`src/rtl/extint_pkg.sv`:
```
`timescale 1ns/1ps
package extint_pkg;
  localparam logic [15:0] VEC_BASE = 16'h0003;
  localparam logic [15:0] VEC_STEP = 16'h0010;

  // Vector address of source idx
  function automatic logic [15:0] vec_of(input int unsigned idx);
    return 16'(VEC_BASE + 16'(idx) * VEC_STEP);
  endfunction

  // Ranking index of source idx; lower wins
  function automatic int unsigned rank_of(input int unsigned idx);
    return 2 * idx + 1;
  endfunction

  // Is address a inside the bit window [base, base+w)
  function automatic logic in_bit_window(input logic [7:0] a,
                                         input logic [7:0] base,
                                         input int unsigned w);
    return (int'(a) >= int'(base)) && (int'(a) < int'(base) + int'(w));
  endfunction

  // Level or falling-edge detection for one source
  function automatic logic detect_one(input logic edge_mode,
                                      input logic prev_smp,
                                      input logic cur_smp);
    return edge_mode ? (prev_smp & ~cur_smp) : ~cur_smp;
  endfunction
endpackage

```
`src/rtl/extint_sync.sv`:
```
`timescale 1ns/1ps
module extint_sync #(
  parameter int unsigned NSRC   = 2,
  parameter int unsigned STAGES = 2
) (
  input  logic            clk,
  input  logic            rst_n,
  input  logic [NSRC-1:0] d,
  output logic [NSRC-1:0] q
);
  genvar gi;
  generate
    for (gi = 0; gi < NSRC; gi++) begin : g_src
      logic [STAGES-1:0] chain;
      always_ff @(posedge clk or negedge rst_n) begin
        if (!rst_n) chain <= '1;
        else        chain <= {chain[STAGES-2:0], d[gi]};
      end
      assign q[gi] = chain[STAGES-1];
    end
  endgenerate
endmodule

```
`src/rtl/extint_detect.sv`:
```
`timescale 1ns/1ps
module extint_detect #(
  parameter int unsigned NSRC = 2
) (
  input  logic            clk,
  input  logic            rst_n,
  input  logic [NSRC-1:0] smp,
  input  logic [NSRC-1:0] edge_mode,
  output logic [NSRC-1:0] set_ev
);
  logic [NSRC-1:0] prev_smp;

  always_ff @(posedge clk or negedge rst_n) begin
    if (!rst_n) prev_smp <= '1;
    else        prev_smp <= smp;
  end

  genvar gi;
  generate
    for (gi = 0; gi < NSRC; gi++) begin : g_det
      assign set_ev[gi] = extint_pkg::detect_one(edge_mode[gi], prev_smp[gi], smp[gi]);

      // Two edge events in a row are impossible: the first leaves the stored sample low
      assert_edge_single_R4: assert property (@(posedge clk) disable iff (!rst_n)
        (edge_mode[gi] && set_ev[gi]) |=> !(edge_mode[gi] && set_ev[gi]))
        else $error("edge event repeated on source %0d", gi);
    end
  endgenerate
endmodule

```
`src/rtl/extint_regs.sv`:
```
`timescale 1ns/1ps
module extint_regs #(
  parameter int unsigned NSRC     = 2,
  parameter logic [7:0]  BIT_BASE = 8'h88,
  localparam int unsigned CTL_W   = 2 * NSRC,
  localparam int unsigned OFF_W   = $clog2(CTL_W)
) (
  input  logic             clk,
  input  logic             rst_n,
  input  logic [NSRC-1:0]  set_ev,
  input  logic [NSRC-1:0]  ack,
  input  logic             ctl_we,
  input  logic [CTL_W-1:0] ctl_wd,
  input  logic             bit_we,
  input  logic [7:0]       bit_addr,
  input  logic             bit_val,
  input  logic             en_we,
  input  logic [NSRC-1:0]  en_wd,
  output logic [NSRC-1:0]  mode,
  output logic [NSRC-1:0]  flag,
  output logic [NSRC-1:0]  en,
  output logic             seen
);
  logic [CTL_W-1:0] wr_mask;
  logic [CTL_W-1:0] wr_val;
  logic [OFF_W-1:0] bit_off;
  logic             bit_hit;

  assign bit_off = OFF_W'(bit_addr - BIT_BASE);
  assign bit_hit = bit_we && extint_pkg::in_bit_window(bit_addr, BIT_BASE, CTL_W);

  // Whole-register write takes precedence over a bit write
  always_comb begin
    wr_mask = '0;
    wr_val  = '0;
    if (ctl_we) begin
      wr_mask = '1;
      wr_val  = ctl_wd;
    end else if (bit_hit) begin
      wr_mask[bit_off] = 1'b1;
      wr_val[bit_off]  = bit_val;
    end
  end

  genvar gi;
  generate
    for (gi = 0; gi < NSRC; gi++) begin : g_bits
      localparam int unsigned MI = 2 * gi;
      localparam int unsigned FI = 2 * gi + 1;
      logic flag_keep;
      assign flag_keep = wr_mask[FI] ? wr_val[FI] : (flag[gi] & ~ack[gi]);

      always_ff @(posedge clk or negedge rst_n) begin
        if (!rst_n) begin
          mode[gi] <= 1'b0;
          flag[gi] <= 1'b0;
        end else begin
          if (wr_mask[MI]) mode[gi] <= wr_val[MI];
          flag[gi] <= set_ev[gi] | flag_keep;
        end
      end

      assert_set_lands_R3: assert property (@(posedge clk) disable iff (!rst_n)
        set_ev[gi] |=> flag[gi])
        else $error("detection lost on source %0d", gi);

      assert_ack_clears_R7: assert property (@(posedge clk) disable iff (!rst_n)
        (ack[gi] && !set_ev[gi] && !wr_mask[FI]) |=> !flag[gi])
        else $error("acknowledge ignored on source %0d", gi);
    end
  endgenerate

  always_ff @(posedge clk or negedge rst_n) begin
    if (!rst_n) begin
      en   <= '0;
      seen <= 1'b0;
    end else begin
      if (en_we) en <= en_wd;
      if (en_we) seen <= 1'b1;
    end
  end

  assert_seen_sticky_R10: assert property (@(posedge clk) disable iff (!rst_n)
    seen |=> seen)
    else $error("enable-write record dropped");

  assert_seen_cause_R10: assert property (@(posedge clk) disable iff (!rst_n)
    (!seen && !en_we) |=> !seen)
    else $error("enable-write record set without a write");
endmodule

```
`src/rtl/extint_unit.sv`:
```
`timescale 1ns/1ps
module extint_unit #(
  parameter int unsigned NSRC     = 2,
  parameter int unsigned STAGES   = 2,
  parameter logic [7:0]  BIT_BASE = 8'h88,
  localparam int unsigned CTL_W   = 2 * NSRC
) (
  input  logic             clk,
  input  logic             rst_n,
  input  logic [NSRC-1:0]  pin_lvl,
  input  logic [NSRC-1:0]  port_latch,
  input  logic             ctl_we,
  input  logic [CTL_W-1:0] ctl_wd,
  input  logic             bit_we,
  input  logic [7:0]       bit_addr,
  input  logic             bit_val,
  input  logic             en_we,
  input  logic [NSRC-1:0]  en_wd,
  input  logic [NSRC-1:0]  ack,
  output logic [CTL_W-1:0] ctl_rd,
  output logic [NSRC-1:0]  en_rd,
  output logic [NSRC-1:0]  pending,
  output logic             sel_valid,
  output logic [15:0]      sel_vector,
  output logic             en_wr_seen
);
  logic [NSRC-1:0] sensed;
  logic [NSRC-1:0] smp;
  logic [NSRC-1:0] set_ev;
  logic [NSRC-1:0] mode;
  logic [NSRC-1:0] flag;

  assign sensed = pin_lvl & port_latch;

  extint_sync #(.NSRC(NSRC), .STAGES(STAGES)) u_sync (
    .clk(clk), .rst_n(rst_n), .d(sensed), .q(smp)
  );

  extint_detect #(.NSRC(NSRC)) u_det (
    .clk(clk), .rst_n(rst_n), .smp(smp), .edge_mode(mode), .set_ev(set_ev)
  );

  extint_regs #(.NSRC(NSRC), .BIT_BASE(BIT_BASE)) u_regs (
    .clk(clk), .rst_n(rst_n), .set_ev(set_ev), .ack(ack),
    .ctl_we(ctl_we), .ctl_wd(ctl_wd), .bit_we(bit_we), .bit_addr(bit_addr),
    .bit_val(bit_val), .en_we(en_we), .en_wd(en_wd),
    .mode(mode), .flag(flag), .en(en_rd), .seen(en_wr_seen)
  );

  genvar gi;
  generate
    for (gi = 0; gi < NSRC; gi++) begin : g_rd
      assign ctl_rd[2*gi]     = mode[gi];
      assign ctl_rd[2*gi + 1] = flag[gi];
    end
  endgenerate

  assign pending = flag & en_rd;

  // Pick the pending source with the lowest rank
  always_comb begin
    int unsigned best_rank;
    sel_valid  = 1'b0;
    sel_vector = '0;
    best_rank  = 0;
    for (int unsigned i = 0; i < NSRC; i++) begin
      if (pending[i] && (!sel_valid || extint_pkg::rank_of(i) < best_rank)) begin
        sel_valid  = 1'b1;
        sel_vector = extint_pkg::vec_of(i);
        best_rank  = extint_pkg::rank_of(i);
      end
    end
  end

  assert_pending_gated_R8: assert property (@(posedge clk) disable iff (!rst_n)
    (pending & ~en_rd) == '0)
    else $error("pending without enable");

  assert_sel_valid_R9: assert property (@(posedge clk) disable iff (!rst_n)
    sel_valid == (|pending))
    else $error("selector valid mismatch");

  assert_sel_first_R9: assert property (@(posedge clk) disable iff (!rst_n)
    pending[0] |-> (sel_vector == extint_pkg::vec_of(0)))
    else $error("source 0 not preferred");
endmodule

```
`config.mk`:
```
export PLATFORM = sky130hd
export DESIGN_NAME = extint_unit
export DESIGN_NICKNAME = d
export VERILOG_FILES = /design/src/rtl/extint_pkg.sv /design/src/rtl/extint_sync.sv /design/src/rtl/extint_detect.sv /design/src/rtl/extint_regs.sv /design/src/rtl/extint_unit.sv
export SDC_FILE = /design/constraint.sdc
export NUM_CORES = 1
export LEC_CHECK = 0
export BUFFER_PORTS_ARGS = -buffer_cell sky130_fd_sc_hd__clkbuf_2
export CORE_MARGIN = 3
export CORE_UTILIZATION = 39
export CTS_BUF_LIST = sky130_fd_sc_hd__clkbuf_4 sky130_fd_sc_hd__clkbuf_8
export DETAILED_ROUTE_END_ITERATION = 7
export GPL_TIMING_DRIVEN = 0
export PLACE_DENSITY = 0.77
export SKIP_LAST_GASP = 1
export SLEW_MARGIN = 20
export SYNTH_ARGS = -nofsm -noshare
export SYNTH_HDL_FRONTEND = slang
export SYNTH_HIERARCHICAL = 1
export SYNTH_SLANG_ARGS = --single-unit
```
`constraint.sdc`:
```
create_clock -name clk -period 0.99 [get_ports clk]
set_input_delay 0.198 -clock clk [delete_from_list [all_inputs] [get_ports clk]]
set_output_delay 0.198 -clock clk [all_outputs]
set_load 0.01 [all_outputs]
```
==> metrics.csv <==
metric;value;unit
cp.required;790;ps
ir_drop;1352;uV
h-tree-depth;1;
drc;0;
max_cap_violations;0;
start_util;44.29;%
fin_crit_sh;130.8;%
synth_top_area_share;21.51;%
grt_pass1_wl;2.794;mm
ys_ff_latch;13;
clockBufferDepth;2;
antenna_found_initial;0;
outcome;finished with violations;
cts_root_buf;clkbuf_4;
drv_slew;0;
pre_cts_ws;-178.8;ps
ys_top_cells_by_area;dfrtp_1 22%, dfstp_2 19%, buf_4 16%, nand4bb_4 6.8%, a211oi_2 3.1%;
overflow;0;
path_max_fanout;3;
syn-instance-count;77;
n_fill_cell;155;
area_growth;51.61;%
final_net_count;165;
fmax;0.7724;GHz
synthFlopType;dfrtp_1;
slowest_delay;390;ps
min_from;port_latch[1];
crit_family;flip-flops;
core;1839;um^2
groute.layer.met2.usage;23.31;%
whs;124.8;ps
ys_types;27;
grtUsageMet1;16.88;%
violations;setup timing;
grt_util_all_layers;14.06;%
yosysMostFrequentCell;buf_4;
post_drt_via_cell_ratio;4.429;
rr_startpoint;u_det/prev_smp[0];
placed_area;1081;um^2
synth-edff-count;0;
hold_class;input port to register;
min_period;1295;ps
drt_wl_total;1.840;mm
cts_sinks;13;
die_w;51.70;um
place.gp.congestion;0.7682;
cp-end-kind;primary output;
wl_per_cell;11.29;um
leakage;0.6225;nW
p_per_area;1160;nW/um^2
synthTopCellsByCount;17 x buf_4, 7 x dfrtp_1, 6 x dfstp_2, 6 x inv_1, 4 x nor3_1;
holdPathEnd;u_sync/g_src[1].chain[0];
r2r_setup_slack;-160;ps
avgSynthCellArea;10.58;um^2
clk_pin_slew;70;ps
cp.arrival;1100;ps
clock_skew;2.372;ps
critPathKind;register to primary output;
num_rows;15;
grt_util_met3;6.017;%
async_flop_share;100.0;%
path_cells;nand2_2, nand2_2, buf_6, buf_6;
worst-path-buf-inv;2;
cts_tree;done;
rsz0062_at_grt;yes;
hold_viol;0;
die_h;51.70;um
drive_above_1_share;60.87;%
cts-buffers-inserted;3;
detail-route-antenna-nets;0;
yosysSeqAreaShare;40.86;%
grt_max_degree;14;
num_vias;722;
fin_ws;-304.6;ps
synth.cell_area;814.5;um^2
setup_viol;16;
crit_slowest_cell;dfrtp_1;
r2r-end;u_regs/flag[0];
numPortBuffers;38;
yosysWarnings;6;
yosysTopAreaCell;dfrtp_1;
drt_iter0_markers;20;
startpoint_type;register;
diodes;0;
clk-insertion-delay-late;270;ps
reg2reg_depth;5;
io_pins;52;
grt_pass1_vias;639;
first_pass_iters;4;
design_area;1235;um^2
hold_depth;2;
dieArea;2673;um^2
grt.busiest_layer;met2;
## how the worst max path moves through the flow
stage | cells past startpoint | from | end
after floorplan | 5 | u_det/prev_smp[0] | u_regs/flag[0]
after global placement | 4 | bit_addr[0] | u_regs/mode[0]
after detailed placement | 4 | bit_addr[0] | u_regs/mode[0]
after CTS | 4 | u_regs/flag[1] | sel_vector[0]
after global routing | 4 | u_regs/flag[1] | sel_vector[0]
final | 4 | u_regs/en[1] | sel_vector[1]
## layout make-up
class,count,area [um^2],area share (%)
timing repair buffer,45,296.5,24.01
clock buffer,4,30.03,2.432
tap,25,31.28,2.533
buffer,18,138.9,11.25
multi-input combinational,51,379.1,30.70
sequential,13,332.8,26.95
inverter,7,26.28,2.128
## cells in the final DEF (no fill, tap or decap), types with 3 or more instances in the layout
| cell type | instances |
|---|---|
| inv_1 | 6 |
| dfstp_2 | 6 |
| buf_4 | 19 |
| dfrtp_1 | 7 |
| clkbuf_2 | 28 |
| nor3_1 | 4 |
| conb_1 | 13 |
| buf_6 | 11 |
| nand2_2 | 3 |
| clkbuf_4 | 4 |
| buf_2 | 3 |
## state kept, by name, summed over array words and instances (netlist names)
register            flops
u_regs/flag             2
u_regs/seen             1
u_det/prev_smp          2
u_sync/g_src.chain      4
u_regs/en               2
u_regs/mode             2
## worst register-to-register path, cell delays in order, from the launching register on
cell and delay (ps):
dfstp_2 520, inv_1 40, a21oi_2 170, nor2_1 60
o311a_1 130, a211oi_2 150
## power by group
part | switching [mW] | leakage [nW] | internal [mW] | total (mW)
logic | 0.220 | 0.464 | 0.278 | 0.498
registers | 0.0239 | 0.140 | 0.577 | 0.601
clock network | 0.150 | 0.0184 | 0.183 | 0.333
## cells by family after synthesis
group | after synthesis | synth area share (%)
muxes | 2 | 2.765
other | 1 | 0.4604
AOI/OAI and AO/OA | 8 | 10.14
buffers and inverters | 25 | 19.35
and+or+nand+nor | 28 | 26.42
DFF | 13 | 40.86
## layer usage
metal  routed length (um)  vias to the layer above
met4                    0                        0
met1                  693                      321
met5                    0                        -
li1                     -                      360
met3                  215                        0
met2                  931                       41
## what timing repair did
item | in CTS | in global routing
hold buffers | 1 | 0
pin swaps | 1 | 3
endpoints found under the hold margin | 7 | 0
resized for setup | 1 | 22
setup endpoints to repair | 14 | 15
setup buffers | 4 | 3
## through the flow
stage / power, mW / util, % / setup TNS (ps) / std cells
6_report: 1.433 / 67.14 / -2520 / 163
3_3_place_gp: 0.9757 / 58.78 / -560.9 / 152
2_1_floorplan: 0.8361 / - / -104.4 / 89
4_1_cts: 1.366 / 62.72 / -2183 / 161
5_1_grt: 1.535 / 67.14 / -3415 / 163
3_5_place_dp: 0.9883 / 58.78 / -693.1 / 152
Power figures use the tool's default switching activity.
